==> config.mk <==
export PLATFORM = sky130hd
export DESIGN_NAME = io_bank_ctrl
export DESIGN_NICKNAME = d
export VERILOG_FILES = /design/src/rtl/io_bank_pkg.sv /design/src/rtl/io_bank_regs.sv /design/src/rtl/io_bank_timer.sv /design/src/rtl/io_bank_strobe.sv /design/src/rtl/io_bank_ctrl.sv
export SDC_FILE = /design/constraint.sdc
export NUM_CORES = 1
export LEC_CHECK = 0
export BUFFER_PORTS_ARGS = -buffer_cell sky130_fd_sc_hd__buf_2
export CORE_MARGIN = 2
export CORE_UTILIZATION = 55
export CTS_BUF_LIST = sky130_fd_sc_hd__clkbuf_8
export DETAILED_ROUTE_END_ITERATION = 6
export GPL_ROUTABILITY_DRIVEN = 0
export PLACE_DENSITY = 0.79
export SETUP_SLACK_MARGIN = 0.2
export SLEW_MARGIN = 10
export SYNTH_ARGS = -nofsm -noshare
export SYNTH_HDL_FRONTEND = slang
export SYNTH_SLANG_ARGS = --single-unit
==> constraint.sdc <==
create_clock -name clk -period 4 [get_ports clk]
set_input_delay 0.8 -clock clk [delete_from_list [all_inputs] [get_ports clk]]
set_output_delay 0.8 -clock clk [all_outputs]
set_load 0.01 [all_outputs]
==> src/rtl/io_bank_pkg.sv <==
package io_bank_pkg;

    localparam int WAIT_W = 4;

    typedef enum logic [1:0] {
        KIND_CS  = 2'b00,
        KIND_RD  = 2'b01,
        KIND_WR  = 2'b10,
        KIND_RW  = 2'b11
    } pin_kind_e;

    // stored image of register byte bits 7:3
    typedef struct packed {
        logic [1:0] wcode;
        logic       wr_block;
        pin_kind_e  kind;
    } bank_cfg_t;

    localparam int CFG_BITS = $bits(bank_cfg_t);

    // code 0 -> 15, 1 -> 7, 2 -> 3, 3 -> 1
    function automatic logic [WAIT_W-1:0] wait_count(input logic [1:0] code);
        logic [WAIT_W:0] span;
        span = (WAIT_W+1)'(1) << (3'(WAIT_W) - {1'b0, code});
        return WAIT_W'(span - (WAIT_W+1)'(1));
    endfunction

    function automatic logic kind_fires(input pin_kind_e k, input logic wr, input logic blk);
        case (k)
            KIND_CS: return 1'b1;
            KIND_RD: return !wr;
            KIND_WR: return wr && !blk;
            default: return !wr || !blk;
        endcase
    endfunction

endpackage

==> src/rtl/io_bank_regs.sv <==
module io_bank_regs
    import io_bank_pkg::*;
#(
    parameter int NBANK  = 8,
    parameter int BYTE_W = 8,
    localparam int SEL_W = $clog2(NBANK)
) (
    input  logic                   clk,
    input  logic                   rst,
    input  logic                   we,
    input  logic [SEL_W-1:0]       sel,
    input  logic [BYTE_W-1:0]      wdata,
    output bank_cfg_t [NBANK-1:0]  cfg_q
);
    logic unused_low_bits;
    assign unused_low_bits = ^wdata[BYTE_W-CFG_BITS-1:0];

    for (genvar i = 0; i < NBANK; i++) begin : g_reg
        always_ff @(posedge clk) begin
            if (rst) begin
                cfg_q[i] <= '0;
            end else if (we && sel == SEL_W'(i)) begin
                cfg_q[i] <= bank_cfg_t'(wdata[BYTE_W-1 -: CFG_BITS]);
            end
        end
    end
endmodule

==> src/rtl/io_bank_timer.sv <==
module io_bank_timer
    import io_bank_pkg::*;
(
    input  logic              clk,
    input  logic              rst,
    input  logic              load,
    input  logic [WAIT_W-1:0] load_val,
    output logic              active,
    output logic              done
);
    logic [WAIT_W-1:0] cnt;

    assign done = active && (cnt == '0);

    always_ff @(posedge clk) begin
        if (rst) begin
            active <= 1'b0;
            cnt    <= '0;
        end else if (load) begin
            active <= 1'b1;
            cnt    <= load_val;
        end else if (active) begin
            if (cnt == '0) active <= 1'b0;
            else           cnt    <= cnt - 1'b1;
        end
    end
endmodule

==> src/rtl/io_bank_strobe.sv <==
module io_bank_strobe
    import io_bank_pkg::*;
#(
    parameter int NBANK = 8,
    localparam int SEL_W = $clog2(NBANK)
) (
    input  logic                  active,
    input  logic                  write,
    input  logic                  internal,
    input  logic [SEL_W-1:0]      bank,
    input  bank_cfg_t [NBANK-1:0] cfg,
    input  logic [NBANK-1:0]      port_dir,
    input  logic [NBANK-1:0]      port_fn,
    output logic                  rd_n,
    output logic                  wr_n,
    output logic [NBANK-1:0]      pins_n
);
    logic ext;
    assign ext  = active && !internal;
    assign rd_n = !(ext && !write);
    assign wr_n = !(ext && write && !cfg[bank].wr_block);

    for (genvar i = 0; i < NBANK; i++) begin : g_pin
        logic fire;
        assign fire = ext && (bank == SEL_W'(i))
                   && kind_fires(cfg[i].kind, write, cfg[i].wr_block);
        assign pins_n[i] = !(fire && port_dir[i] && port_fn[i]);
    end
endmodule

==> src/rtl/io_bank_ctrl.sv <==
module io_bank_ctrl
    import io_bank_pkg::*;
#(
    parameter int NBANK  = 8,
    parameter int ADDR_W = 16,
    parameter int BYTE_W = 8,
    localparam int SEL_W = $clog2(NBANK)
) (
    input  logic              clk,
    input  logic              rst,
    input  logic              cfg_we,
    input  logic [SEL_W-1:0]  cfg_sel,
    input  logic [BYTE_W-1:0] cfg_wdata,
    input  logic              cyc_start,
    input  logic [ADDR_W-1:0] cyc_addr,
    input  logic              cyc_write,
    input  logic              cyc_internal,
    input  logic [NBANK-1:0]  port_dir,
    input  logic [NBANK-1:0]  port_fn,
    output logic              busy,
    output logic              cyc_done,
    output logic              io_rd_n,
    output logic              io_wr_n,
    output logic [NBANK-1:0]  bank_strobe_n
);
    bank_cfg_t [NBANK-1:0] cfg;
    logic [SEL_W-1:0]      in_bank, cur_bank;
    logic                  cur_write, cur_internal, load;
    logic [WAIT_W-1:0]     load_val;
    logic                  unused_addr_bits;

    assign in_bank          = cyc_addr[ADDR_W-1 -: SEL_W];
    assign unused_addr_bits = ^cyc_addr[ADDR_W-SEL_W-1:0];
    assign load             = cyc_start && !busy;
    assign load_val         = cyc_internal ? '0 : wait_count(cfg[in_bank].wcode);

    always_ff @(posedge clk) begin
        if (rst) begin
            cur_bank     <= '0;
            cur_write    <= 1'b0;
            cur_internal <= 1'b0;
        end else if (load) begin
            cur_bank     <= in_bank;
            cur_write    <= cyc_write;
            cur_internal <= cyc_internal;
        end
    end

    io_bank_regs #(.NBANK(NBANK), .BYTE_W(BYTE_W)) u_regs (
        .clk(clk), .rst(rst), .we(cfg_we), .sel(cfg_sel),
        .wdata(cfg_wdata), .cfg_q(cfg)
    );

    io_bank_timer u_timer (
        .clk(clk), .rst(rst), .load(load), .load_val(load_val),
        .active(busy), .done(cyc_done)
    );

    io_bank_strobe #(.NBANK(NBANK)) u_strobe (
        .active(busy), .write(cur_write), .internal(cur_internal),
        .bank(cur_bank), .cfg(cfg), .port_dir(port_dir), .port_fn(port_fn),
        .rd_n(io_rd_n), .wr_n(io_wr_n), .pins_n(bank_strobe_n)
    );
endmodule

### Word-level counts from Yosys, hierarchy flattened

Cells that the tools add are included.

* add/sub/neg operators: 3
* multipliers: 0
* div/mod/pow operators: 0
* $lt $le $gt $ge: 2
* equal/unequal tests: 31
* shift operators: 1
* multiplexer cells: 19
* bitwise logic cells: 0
* reductions and logical operators: 97

Operator list (count)
* $logic_and A1 B1 Y1: 54
* $bmux W5 S3: 2
* $eq A3 B3 Y1 const B: 8
* $pmux W1 S3: 8
* $logic_not A1 Y1: 22
* $eq A2 B1 Y1 const B: 8
* $eq A2 B2 Y1 const B: 8
* $logic_not A2 Y1: 8
* $mux W4: 4
* $eq A3 B2 Y1 const B: 4
* $logic_or A1 B1 Y1: 8
* $lt A3 B4 Y1 const B: 2
* $sub A4 B1 Y4 const B: 2
* $eq A3 B1 Y1 const B: 2
* $logic_not A3 Y1: 2
* $mux W5: 1
* $logic_not A4 Y1: 1
* $shl A1 B3 Y4 const A: 1
* $mux W1: 3
* $mux W3: 1
* $sub A3 B2 Y3 const A: 1
* $ne A2 B2 Y1 const B: 1
* $reduce_and A2 Y1: 1
* $reduce_bool A2 Y1: 1

* register bits: 50
* latch bits: 0
* bits in writable memories: 0
* ROM bits: 0
* bits of input ports: 49
* memories: 0

### Longest topological paths before layout

Gate-level depths: netlist of the first run.

* word-level depth: 7
* gate-level depth with buffers: 6

### Modules after synthesis

A second synthesis of the first run with hierarchy kept.

* cells, all modules: 272
* area total of the unflattened synthesis: 2691.3 um2

Modules (own cells, without submodules)
* io_bank_regs: times used 1, cells an instance 149, area each 1650.3 um2, seq. area each 800.8 um2
* io_bank_strobe: times used 1, cells an instance 56, area each 396.6 um2, seq. area each 0.0 um2
* io_bank_ctrl: times used 1, cells an instance 35, area each 351.6 um2, seq. area each 100.1 um2
* io_bank_timer: times used 1, cells an instance 32, area each 292.8 um2, seq. area each 100.1 um2

### Worst setup path after synthesis of the first run

OpenSTA, ideal clock, no wires.

* kind: reg2out
* start point: register cur_bank[0]
* end point: output io_wr_n
* arrival: 1.372 ns
* path slack: 1.828 ns
* cell stages (with the launch flop): 5
* buffers on the path: 1
* path through: dfxtp_1 > clkbuf_1 > mux4_2 > mux2i_1 > nand3_1

* cells in the longest elaborated chain, start to end: 5

Ends and longest elaborated chain
* start: declaration: line io_bank_ctrl.sv:27 `logic [SEL_W-1:0] in_bank, cur_bank;`
* start signal: assignment: line io_bank_ctrl.sv:43 `cur_bank <= in_bank;`
* $bmux W5 S3: line io_bank_strobe.sv:21 `assign wr_n = !(ext && write && !cfg[bank].wr_block);`
* $mux W3 (implied by the code): line io_bank_strobe.sv:21
* $logic_not A1 Y1: line io_bank_strobe.sv:21
* $logic_and A1 B1 Y1: line io_bank_strobe.sv:21
* $logic_not A1 Y1: line io_bank_strobe.sv:21
* end: declaration: line io_bank_ctrl.sv:23 `output logic io_wr_n,`

Every way passes these cells. The select of a mux whose other input is x is not followed.

### Worst setup path in the final report of the first run

Same ends and word-level chain as after synthesis.

==> results.md, run 1 <==
- Register Area: 1000 sq um
- Wire per inst: 14.4 microns
- Post-Syn Nets: 319
- Placed cell areas: 2680 sq um
- Register area share after synthesis: 39.6%
- Worst-path clk slew: 0.09 ns
- Most frequent cells in the layout: mux2i_1, nor2_1, dfxtp_1, buf_2, nand2_1
- RSZ-0062 raised after global routing: false
- Die width: 71.8 microns
- CTS Hold Buffers Added: 0
- Max-slew headroom at the worst pin: 42.4%
- Fillers: 385
- Setup violators final: 0
- Vert. Die Dim: 71.8 microns
- Area growth syn-to-layout: 10.5%
- Top post-synthesis cells by area: dfxtp_1, mux2i_1, nor2_1
- Arrival time at the worst endpoint: 1.90 ns
- Placement Rows: 24
- Post-synth top flop: dfxtp_1
- Cell variety after synth: 37
- Root Driver: clkbuf_8
- Number of global-route vias before repair: 1884
- H-tree depth: 2
- First-pass GRT wire length: 8.59 mm
- Slew Viols, Final: 0
- Max rail drop VDD: 0.000277 V
- Layout cell share with drive strength beyond 1: 21.4%
- Cell Chain, Critical Path: mux4_2, mux2i_1, nand3_1, buf_2
- Starting Density: 57.6%
- IO buf count: 44
- WS Path Type: flop to output port
- Initial DRT Pass Iterations: 4
- Area leader, netlist: dfxtp_1
- CP Launch Type: flop
- TritonCTS Buffers: 5
- Final Hold Vio Count: 0
- Final TNS setup: 0 ns
- DPL Wire Length: 3.65 mm
- Cell Pwr Density: 366 nW/um^2
- Pin count of the biggest net entering global routing: 51
- Synth Register Bits: 50
- Area of the core: 4380 sq um
- Area of the multi-input gates: 1380 sq um
- Sink Count: 50
- Skew-Pair Late Insertion Delay: 0.30 ns
- 1st-iter DRT viols: 128
- Worst slew pin tran: 0.864 ns
- Post-synth top area share: 39.6%
- CP top delay family: multiplexers
- Setup bufs post-CTS: 0
- Crit. End Element: output port
- Residual DRC: 0
- Vias/cell: 5.65
- Max Freq: 0.370 GHz
- Post-route ant nets: 0
- All-layer global routing usage: 21.2%
- Syn Inst Count: 268
- Leak pwr: 1.17 nW
- Slowest CP cell: dfxtp_1
- CTS tree: yes
- MaxCap Viol Count: 0
- Period Utilization, post-route: 67.5%
- Antenna violations before repair: 0
- Required time worst endpoint: 3.20 ns
- Clk_skew: 0.00646 ns
- YS warnings: 0
- Max stage delay on crit path: 0.60 ns
- Clock Tree Buf Depth: 2
- Nets: 349
- Post-cts repair resize count: 0
- Die area: 5150 sq um
- Grt ovf: 0
- Max FO, Critical Path: 11
- Crit path buffers/inverters: 1
- Hold slack: 0.461 ns
- Status: finished clean
- N_diodes: 0
- Final wirelength: 5.06 mm
- # IOs: 61
- Avg Cell Area, Syn: 9.42 sq um
- Worst min-delay path class: flop to flop
- Ys async rst share: 0%
- Mapped Area: 2520 sq um
- Design Area, Final: 2790 sq um
- Post-synth EDFFs: 0
- Leading cell type in the layout, fill and taps excluded: mux2i_1
- Clock period minus worst slack: 2.70 ns
- Via count: 1983
==> power breakdown <==
part | switching (mW) | internal (mW)
logic | 0.0715 | 0.0623
registers | 0.0229 | 0.517
clock network | 0.162 | 0.184
total | 0.257 | 0.763
==> Yosys cell counts, types with 2 or more instances <==
cell type	number
nor3b_2	2
mux4_2	4
dfxtp_1	50
clkbuf_1	17
inv_1	3
nor3_2	2
nand4b_1	5
mux2i_1	56
nand3_1	5
nand4_1	2
nor2b_1	4
ha_1	2
nand2_1	21
a21oi_1	9
nand2b_1	4
nor2_1	53
o21ai_0	6
o31ai_1	2
o221ai_1	2
and4b_1	2
==> worst min-delay path: stages, from the launching register on <==
cell	delay, ns
dfxtp_1	0.32
nand2_1	0.05
a21oi_1	0.05
==> layer usage <==
layer | share of wire (%) | track usage [%] | up-vias | routed length (microns)
met4 | 0.16 | 4.19 | 0 | 8
met1 | 45 | 27.1 | 940 | 2280
met3 | 5.5 | 5.20 | 2 | 278
met5 | 0 | 0 | - | 0
li1 | - | - | 991 | -
met2 | 49 | 36.4 | 50 | 2490
==> path summary, 6_finish.rpt <==
path                                       end  slack [ns]      startpoint  depth (start not counted)
worst max-delay path                   io_wr_n        1.30     cur_bank[0]                          4
worst min register to register    cur_internal        0.46    cur_internal                          2
worst max register to register  u_timer.cnt[0]        2.38  u_timer.cnt[0]                          6
worst min-delay path              cur_internal        0.46    cur_internal                          2
==> cell families (layout without fill, tap and decap cells) <==
kind of cell / after synthesis / after routing / share of synthesized area (%)
mux: 60 / 60 / 25.8
fa+ha+maj: 2 / 2 / 0.991
compound gates: 23 / 23 / 5.80
simple gates: 109 / 109 / 22.2
flops: 50 / 50 / 39.6
buf+inv: 24 / 55 / 5.65
==> stage by stage <==
step / setup slack, ns / power (mW) / instances / util [%]
CTS: 1.26 / 1.03 / 351 / 63.6
detailed placement: 1.61 / 0.685 / 343 / 61.1
finish: 1.30 / 1.02 / 351 / 63.6
global route: 1.17 / 1.07 / 351 / 63.6
floorplan: 1.83 / 0.653 / 268 / -
global placement: 1.61 / 0.681 / 343 / 61.1
==> state kept, by name (all words and copies together), names as in the netlist <==
| signal | flops |
|---|---|
| cur_bank | 3 |
| cur_internal | 1 |
| u_regs.cfg_q | 40 |
| u_timer.active | 1 |
| u_timer.cnt | 4 |
| cur_write | 1 |
==> layout make-up <==
class / instances / share of cell area, %
Inverter: 3 / 0.404
Timing Repair Buffer: 44 / 7.90
Multi-Input combinational cell: 194 / 49.5
Sequential cell: 50 / 35.9
Clock inverter: 3 / 1.48
Clock buffer: 5 / 2.47
Tap cell: 52 / 2.33
Note: power is estimated with default switching activity, not from simulation.
==> run 2: changes to the inputs <==
==> constraint.sdc (replaced) <==
create_clock -name clk -period 2.7 [get_ports clk]
set_input_delay 0.54 -clock clk [delete_from_list [all_inputs] [get_ports clk]]
set_output_delay 0.54 -clock clk [all_outputs]
set_load 0.01 [all_outputs]
==> run 2 against run 1 <==
Effect of this change: clock skew up 0.0022 ns; routed wire length up 1.4%; global-route usage is 0.39 points lower; cell area is 0.27% higher; critical path depth stayed put; clock-buffer cell count unchanged; register-to-register slack got worse by 1.3 ns; sequential share of layout area fell by 0.052 points; non-clock buffer count did not move; die area unchanged; clock power increased by 54%; first-iteration DRC count fell by 43%.
==> results.md, run 2 (synthesis results as in run 1) <==
- Reg power frac: 52.1% (-0.8 points)
- Sink Count: 50 (unchanged)
- Status: finished clean
- Grt ovf: 0 (unchanged)
- Final wirelength: 5.13 mm (+1.4%)
- Max-slew headroom at the worst pin: 42.4% (about the same)
- MaxCap Viol Count: 0 (unchanged)
- Area growth syn-to-layout: 10.8%
- Vert. Die Dim: 71.8 microns (unchanged)
- Placement Rows: 24 (unchanged)
- Root Driver: clkbuf_8
- Pin count of the biggest net entering global routing: 51 (unchanged)
- Slew Viols, Final: 0 (unchanged)
- Number of global-route vias before repair: 1879 (-0.27%)
- Final TNS setup: 0 ns (unchanged)
- Die width: 71.8 microns (unchanged)
- Vias/cell: 5.65 (about the same)
- Final Non-Filler Cells: 351 (unchanged)
- Crit. End Element: output port
- Leading cell type in the layout, fill and taps excluded: mux2i_1
- CTS tree: yes
- Die area: 5150 sq um (unchanged)
- Period Utilization, post-route: 85.3%
- Clock Tree Buf Depth: 2 (unchanged)
- 1st-iter DRT viols: 73 (-43%)
- Clk_skew: 0.00861 ns (+0.00215 ns)
- Worst slew pin tran: 0.864 ns (+0.000339 ns)
- Residual DRC: 0 (unchanged)
- Clock share of power: 34.8% (+0.8 points)
- Area of the core: 4380 sq um (unchanged)
- Cells after DPL: 343 (unchanged)
- IO buf count: 44 (unchanged)
- Internal power: 1.13 mW (+49%)
- Cell Chain, Critical Path: mux4_2, mux2i_1, nand3_1, buf_2
- PnR Total Power: 1.53 mW (+50%)
- Arrival time at the worst endpoint: 1.76 ns (-0.14 ns)
- Fillers: 389 (+1.0%)
- Cell Pwr Density: 548 nW/um^2 (+50%)
- H-tree depth: 2 (unchanged)
- All-layer global routing usage: 20.8% (-0.39 points)
- Antenna violations before repair: 0 (unchanged)
- Net Switching: 399 uW (+55%)
- Skew-Pair Late Insertion Delay: 0.31 ns (about the same)
- Leak pwr: 1.17 nW (-0.36%)
- CTS Hold Buffers Added: 0 (unchanged)
- Layout cell share with drive strength beyond 1: 22.4% (+1.0 points)
- Starting Density: 57.6% (unchanged)
- Part of the power in combinational logic: 13.1% (about the same)
- Post-route ant nets: 0 (unchanged)
- TritonCTS Buffers: 5 (unchanged)
- Most frequent cells in the layout: mux2i_1, nor2_1, dfxtp_1, buf_2, nand2_1
- Post-cts repair resize count: 0 (unchanged)
- Wire per inst: 14.6 microns (+1.4%)
- Initial DRT Pass Iterations: 4 (unchanged)
- Largest Register: u_regs.cfg_q
- DPL Wire Length: 3.64 mm (-0.27%)
- Max FO, Critical Path: 11 (unchanged)
- Max FFs per register: 40 (unchanged)
- Nets: 349 (unchanged)
- Worst-path clk slew: 0.10 ns (about the same)
- Final Hold Vio Count: 0 (unchanged)
- Setup bufs post-CTS: 0 (unchanged)
- Biggest registers after layout: u_regs.cfg_q x40, u_timer.cnt x4, cur_bank x3
- Clock period minus worst slack: 2.30 ns
- # IOs: 61 (unchanged)
- Slowest CP cell: mux4_2
- FF-to-FF setup slack: 1.08 ns (-1.30 ns)
- Max Freq: 0.434 GHz
- Required time worst endpoint: 2.16 ns (-1.04 ns)
- Sw Ratio: 26.0% (+0.82 points)
- CP Launch Type: flop
- Via count: 1982 (-0.050%)
- Max rail drop VDD: 0.000346 V (+25%)
- RSZ-0062 raised after global routing: false
- Setup violators final: 0 (unchanged)
- First-pass GRT wire length: 8.36 mm (-2.7%)
- Max stage delay on crit path: 0.54 ns (-0.06 ns)
- N_diodes: 0 (unchanged)
- Worst min-delay path class: flop to flop
- WS Path Type: flop to output port
## run 2: final timing paths
check,start,endpoint,cells past startpoint
min,cur_internal,cur_internal,2
max reg2reg,u_timer.cnt[0],u_timer.cnt[3],6
max,cur_bank[0],io_wr_n,4
min reg2reg,cur_internal,cur_internal,2
## run 2: final cells by class
type / count / area, sq um / share of cell area (%)
multi-input cells: 194 / 1380 / 49.5
well taps: 52 / 65.1 / 2.33
flip-flops and latches: 50 / 1000 / 35.8
inverters: 3 / 11.3 / 0.403
clock buffers: 5 / 68.8 / 2.46
repair buffers: 44 / 220 / 7.87
clock inverters: 3 / 45.0 / 1.61
## run 2: critical path, delay by kind of cell, from the launching register on
family	cells	cell delay (ns)
simple gates	1	0.09
mux	2	0.71
flops	1	0.46
buf+inv	1	0.17
## run 2: power by group through the flow
stage	Clock (mW)	Sequential, mW	Combinational (mW)
floorplan	0	0.801	0.166
global placement	0	0.814	0.196
detailed placement	0	0.816	0.199
CTS	0.539	0.799	0.201
global route	0.568	0.805	0.222
finish	0.534	0.799	0.200
## run 2: metrics by stage
stage	hold WS (ns)	cell area (sq um)	worst slack [ns]	utilization, %
floorplan	0.437	2520	0.788	-
global placement	0.444	2680	0.573	61.1
detailed placement	0.452	2680	0.573	61.1
CTS	0.462	2790	0.222	63.7
global route	0.470	2800	0.218	63.8
finish	0.462	2800	0.396	63.8
## run 2: per-layer routing
| metal | global-route usage, % | vias up | routed length, microns |
|---|---|---|---|
| met5 | 0 | - | 0 |
| met4 | 6.92 | 0 | 73 |
| met3 | 4.08 | 11 | 194 |
| li1 | - | 992 | - |
| met2 | 36.8 | 42 | 2470 |
| met1 | 25.1 | 937 | 2390 |
==> run 3: changes to the inputs <==
--- a/config.mk
+++ b/config.mk
@@ -12,6 +12,7 @@
 export DETAILED_ROUTE_END_ITERATION = 6
 export GPL_ROUTABILITY_DRIVEN = 0
 export PLACE_DENSITY = 0.79
+export RECOVER_POWER = 25
 export SETUP_SLACK_MARGIN = 0.2
 export SLEW_MARGIN = 10
 export SYNTH_ARGS = -nofsm -noshare
==> run 3 against run 2 <==
Effect of this change: utilization about the same; maximum frequency unchanged; highest routed layer unchanged; register-to-register slack about the same; critical path type unchanged; critical endpoint unchanged; worst setup slack unchanged; first-iteration DRC count unchanged.
==> results.md, run 3 (synthesis results as in run 1) <==
- Root Driver: clkbuf_8
- Met3 WL: 194 microns (unchanged)
- Crit Reg-Reg Startpoint: u_timer.cnt[0]
- Area growth syn-to-layout: 10.7% (about the same)
- Setup bufs post-CTS: 0 (unchanged)
- Setup violators final: 0 (unchanged)
- Clock Tree Buf Depth: 2 (unchanged)
- Max rail drop VDD: 0.000346 V (about the same)
- RSZ-0062 raised after global routing: false
- Residual DRC: 0 (unchanged)
- All-layer global routing usage: 20.8% (unchanged)
- # IOs: 61 (unchanged)
- Final Hold Vio Count: 0 (unchanged)
- TritonCTS Buffers: 5 (unchanged)
- Reg power frac: 52.1% (about the same)
- Worst slew pin tran: 0.864 ns (unchanged)
- CP Launch Type: flop
- Status: finished clean
- Post-route ant nets: 0 (unchanged)
- Post-cts repair resize count: 0 (unchanged)
- Required time worst endpoint: 2.16 ns (about the same)
- Arrival time at the worst endpoint: 1.76 ns (about the same)
- Placement Rows: 24 (unchanged)
- Die width: 71.8 microns (unchanged)
- DPL Wire Length: 3.64 mm (unchanged)
- Pin count of the biggest net entering global routing: 51 (unchanged)
- Vias/cell: 5.65 (unchanged)
- Nets: 349 (unchanged)
- IO buf count: 44 (unchanged)
- Final TNS setup: 0 ns (unchanged)
- Crit. End Element: output port
- Initial DRT Pass Iterations: 4 (unchanged)
- Leak pwr: 1.17 nW (-0.24%)
- CTS tree: yes
- Hold slack: 0.462 ns (unchanged)
- Skew-Pair Late Insertion Delay: 0.31 ns (about the same)
- 1st-iter DRT viols: 73 (unchanged)
- Max layer used: met4
- Vert. Die Dim: 71.8 microns (unchanged)
- Max Freq: 0.434 GHz (unchanged)
- Max stage delay on crit path: 0.54 ns (about the same)
- Slowest CP cell: mux4_2
- Sink Count: 50 (unchanged)
- PnR Total Power: 1.53 mW (about the same)
- Worst min-delay path class: flop to flop
- H-tree depth: 2 (unchanged)
- Leading cell type in the layout, fill and taps excluded: mux2i_1
- Max FFs per register: 40 (unchanged)
- CP top delay family: multiplexers
- Cell Pwr Density: 548 nW/um^2 (about the same)
- Worst-path clk slew: 0.10 ns (about the same)
- Clock period minus worst slack: 2.30 ns (unchanged)
- Biggest registers after layout: u_regs.cfg_q x40, u_timer.cnt x4, cur_bank x3
- Period Utilization, post-route: 85.3% (unchanged)
- Part of the power in combinational logic: 13.0% (about the same)
- Grt ovf: 0 (unchanged)
- Largest Register: u_regs.cfg_q
- Number of global-route vias before repair: 1879 (unchanged)
- First-pass GRT wire length: 8.36 mm (unchanged)
- MaxCap Viol Count: 0 (unchanged)
- Internal power: 1.13 mW (about the same)
- M1 WL: 2.40 mm (about the same)
- Wire per inst: 14.6 microns (about the same)
- Cell Chain, Critical Path: mux4_2, mux2i_1, nand3_1, buf_2
- Starting Density: 57.6% (unchanged)
- Antenna violations before repair: 0 (unchanged)
- Final wirelength: 5.14 mm (about the same)
- Net Switching: 399 uW (about the same)
- Max FO, Critical Path: 11 (unchanged)
- Via count: 1982 (unchanged)
- Fillers: 388 (-0.26%)
- Clock share of power: 34.8% (about the same)
- Clk_skew: 0.00861 ns (unchanged)
- Met2 routed WL: 2.47 mm (unchanged)
- Area of the core: 4380 sq um (unchanged)
- Sw Ratio: 26.0% (about the same)
- WS Path Type: flop to output port
- Hold_sp: cur_internal
- Slew Viols, Final: 0 (unchanged)
- Die area: 5150 sq um (unchanged)
- Most frequent cells in the layout: mux2i_1, nor2_1, dfxtp_1, buf_2, nand2_1
- N_diodes: 0 (unchanged)
- CTS Hold Buffers Added: 0 (unchanged)
- Max-slew headroom at the worst pin: 42.4% (unchanged)
- Layout cell share with drive strength beyond 1: 22.1% (-0.33 points)
- Crit path buffers/inverters: 1 (unchanged)
- CP startpoint: cur_bank[0]
run 3: changes by cell type in the layout (fill, tap and decap cells not counted), sizes merged:
| cell | previous run | this run |
|---|---|---|
| buf | 44 | 43 |
| clkbuf | 5 | 6 |
run 3: area by class of cell:
class | count | area [sq um] | share of cell area (%)
sequential | 50 | 1000 | 35.9
clock buffer | 5 | 68.8 | 2.46
tap | 52 | 65.1 | 2.33
clock inverter | 3 | 45.0 | 1.61
multi-input combinational | 194 | 1380 | 49.5
inverter | 3 | 11.3 | 0.403
timing repair buffer | 44 | 219 | 7.83
run 3: final timing paths:
check	to	slack, ns	cells after the start
worst min register to register	cur_internal	0.46	2
worst max-delay path	io_wr_n	0.40	4
worst min-delay path	cur_internal	0.46	2
worst max register to register	u_timer.cnt[3]	1.08	6
run 3: power by group through the flow:
| stage | sequential [mW] | combinational [mW] | clock, mW |
|---|---|---|---|
| after floorplan | 0.801 | 0.166 | 0 |
| after global placement | 0.814 | 0.196 | 0 |
| after detailed placement | 0.816 | 0.199 | 0 |
| after CTS | 0.799 | 0.201 | 0.539 |
| after global routing | 0.805 | 0.221 | 0.568 |
| final | 0.799 | 0.200 | 0.534 |
run 3: metrics by stage:
step / setup WS (ns) / util, % / instances / cell area [sq um]
CTS: 0.222 / 63.7 / 351 / 2790
finish: 0.396 / 63.8 / 351 / 2800
floorplan: 0.788 / - / 268 / 2520
global route: 0.218 / 63.8 / 351 / 2800
global placement: 0.573 / 61.1 / 343 / 2680
detailed placement: 0.573 / 61.1 / 343 / 2680
run 3: worst reg2reg max path: cells and delay by family, from the launching register on:
family	cells	cell delay, ns
and+or+nand+nor	2	0.55
DFF	1	0.37
buffers and inverters	1	0.09
AOI/OAI and AO/OA	2	0.26
adders and majority gates	1	0.21
run 3: layer usage:
metal | up-vias | GRT usage [%]
li1 | 992 | -
met1 | 937 | 25.1
met2 | 42 | 36.8
met3 | 11 | 4.08
met4 | 0 | 6.92
met5 | - | 0
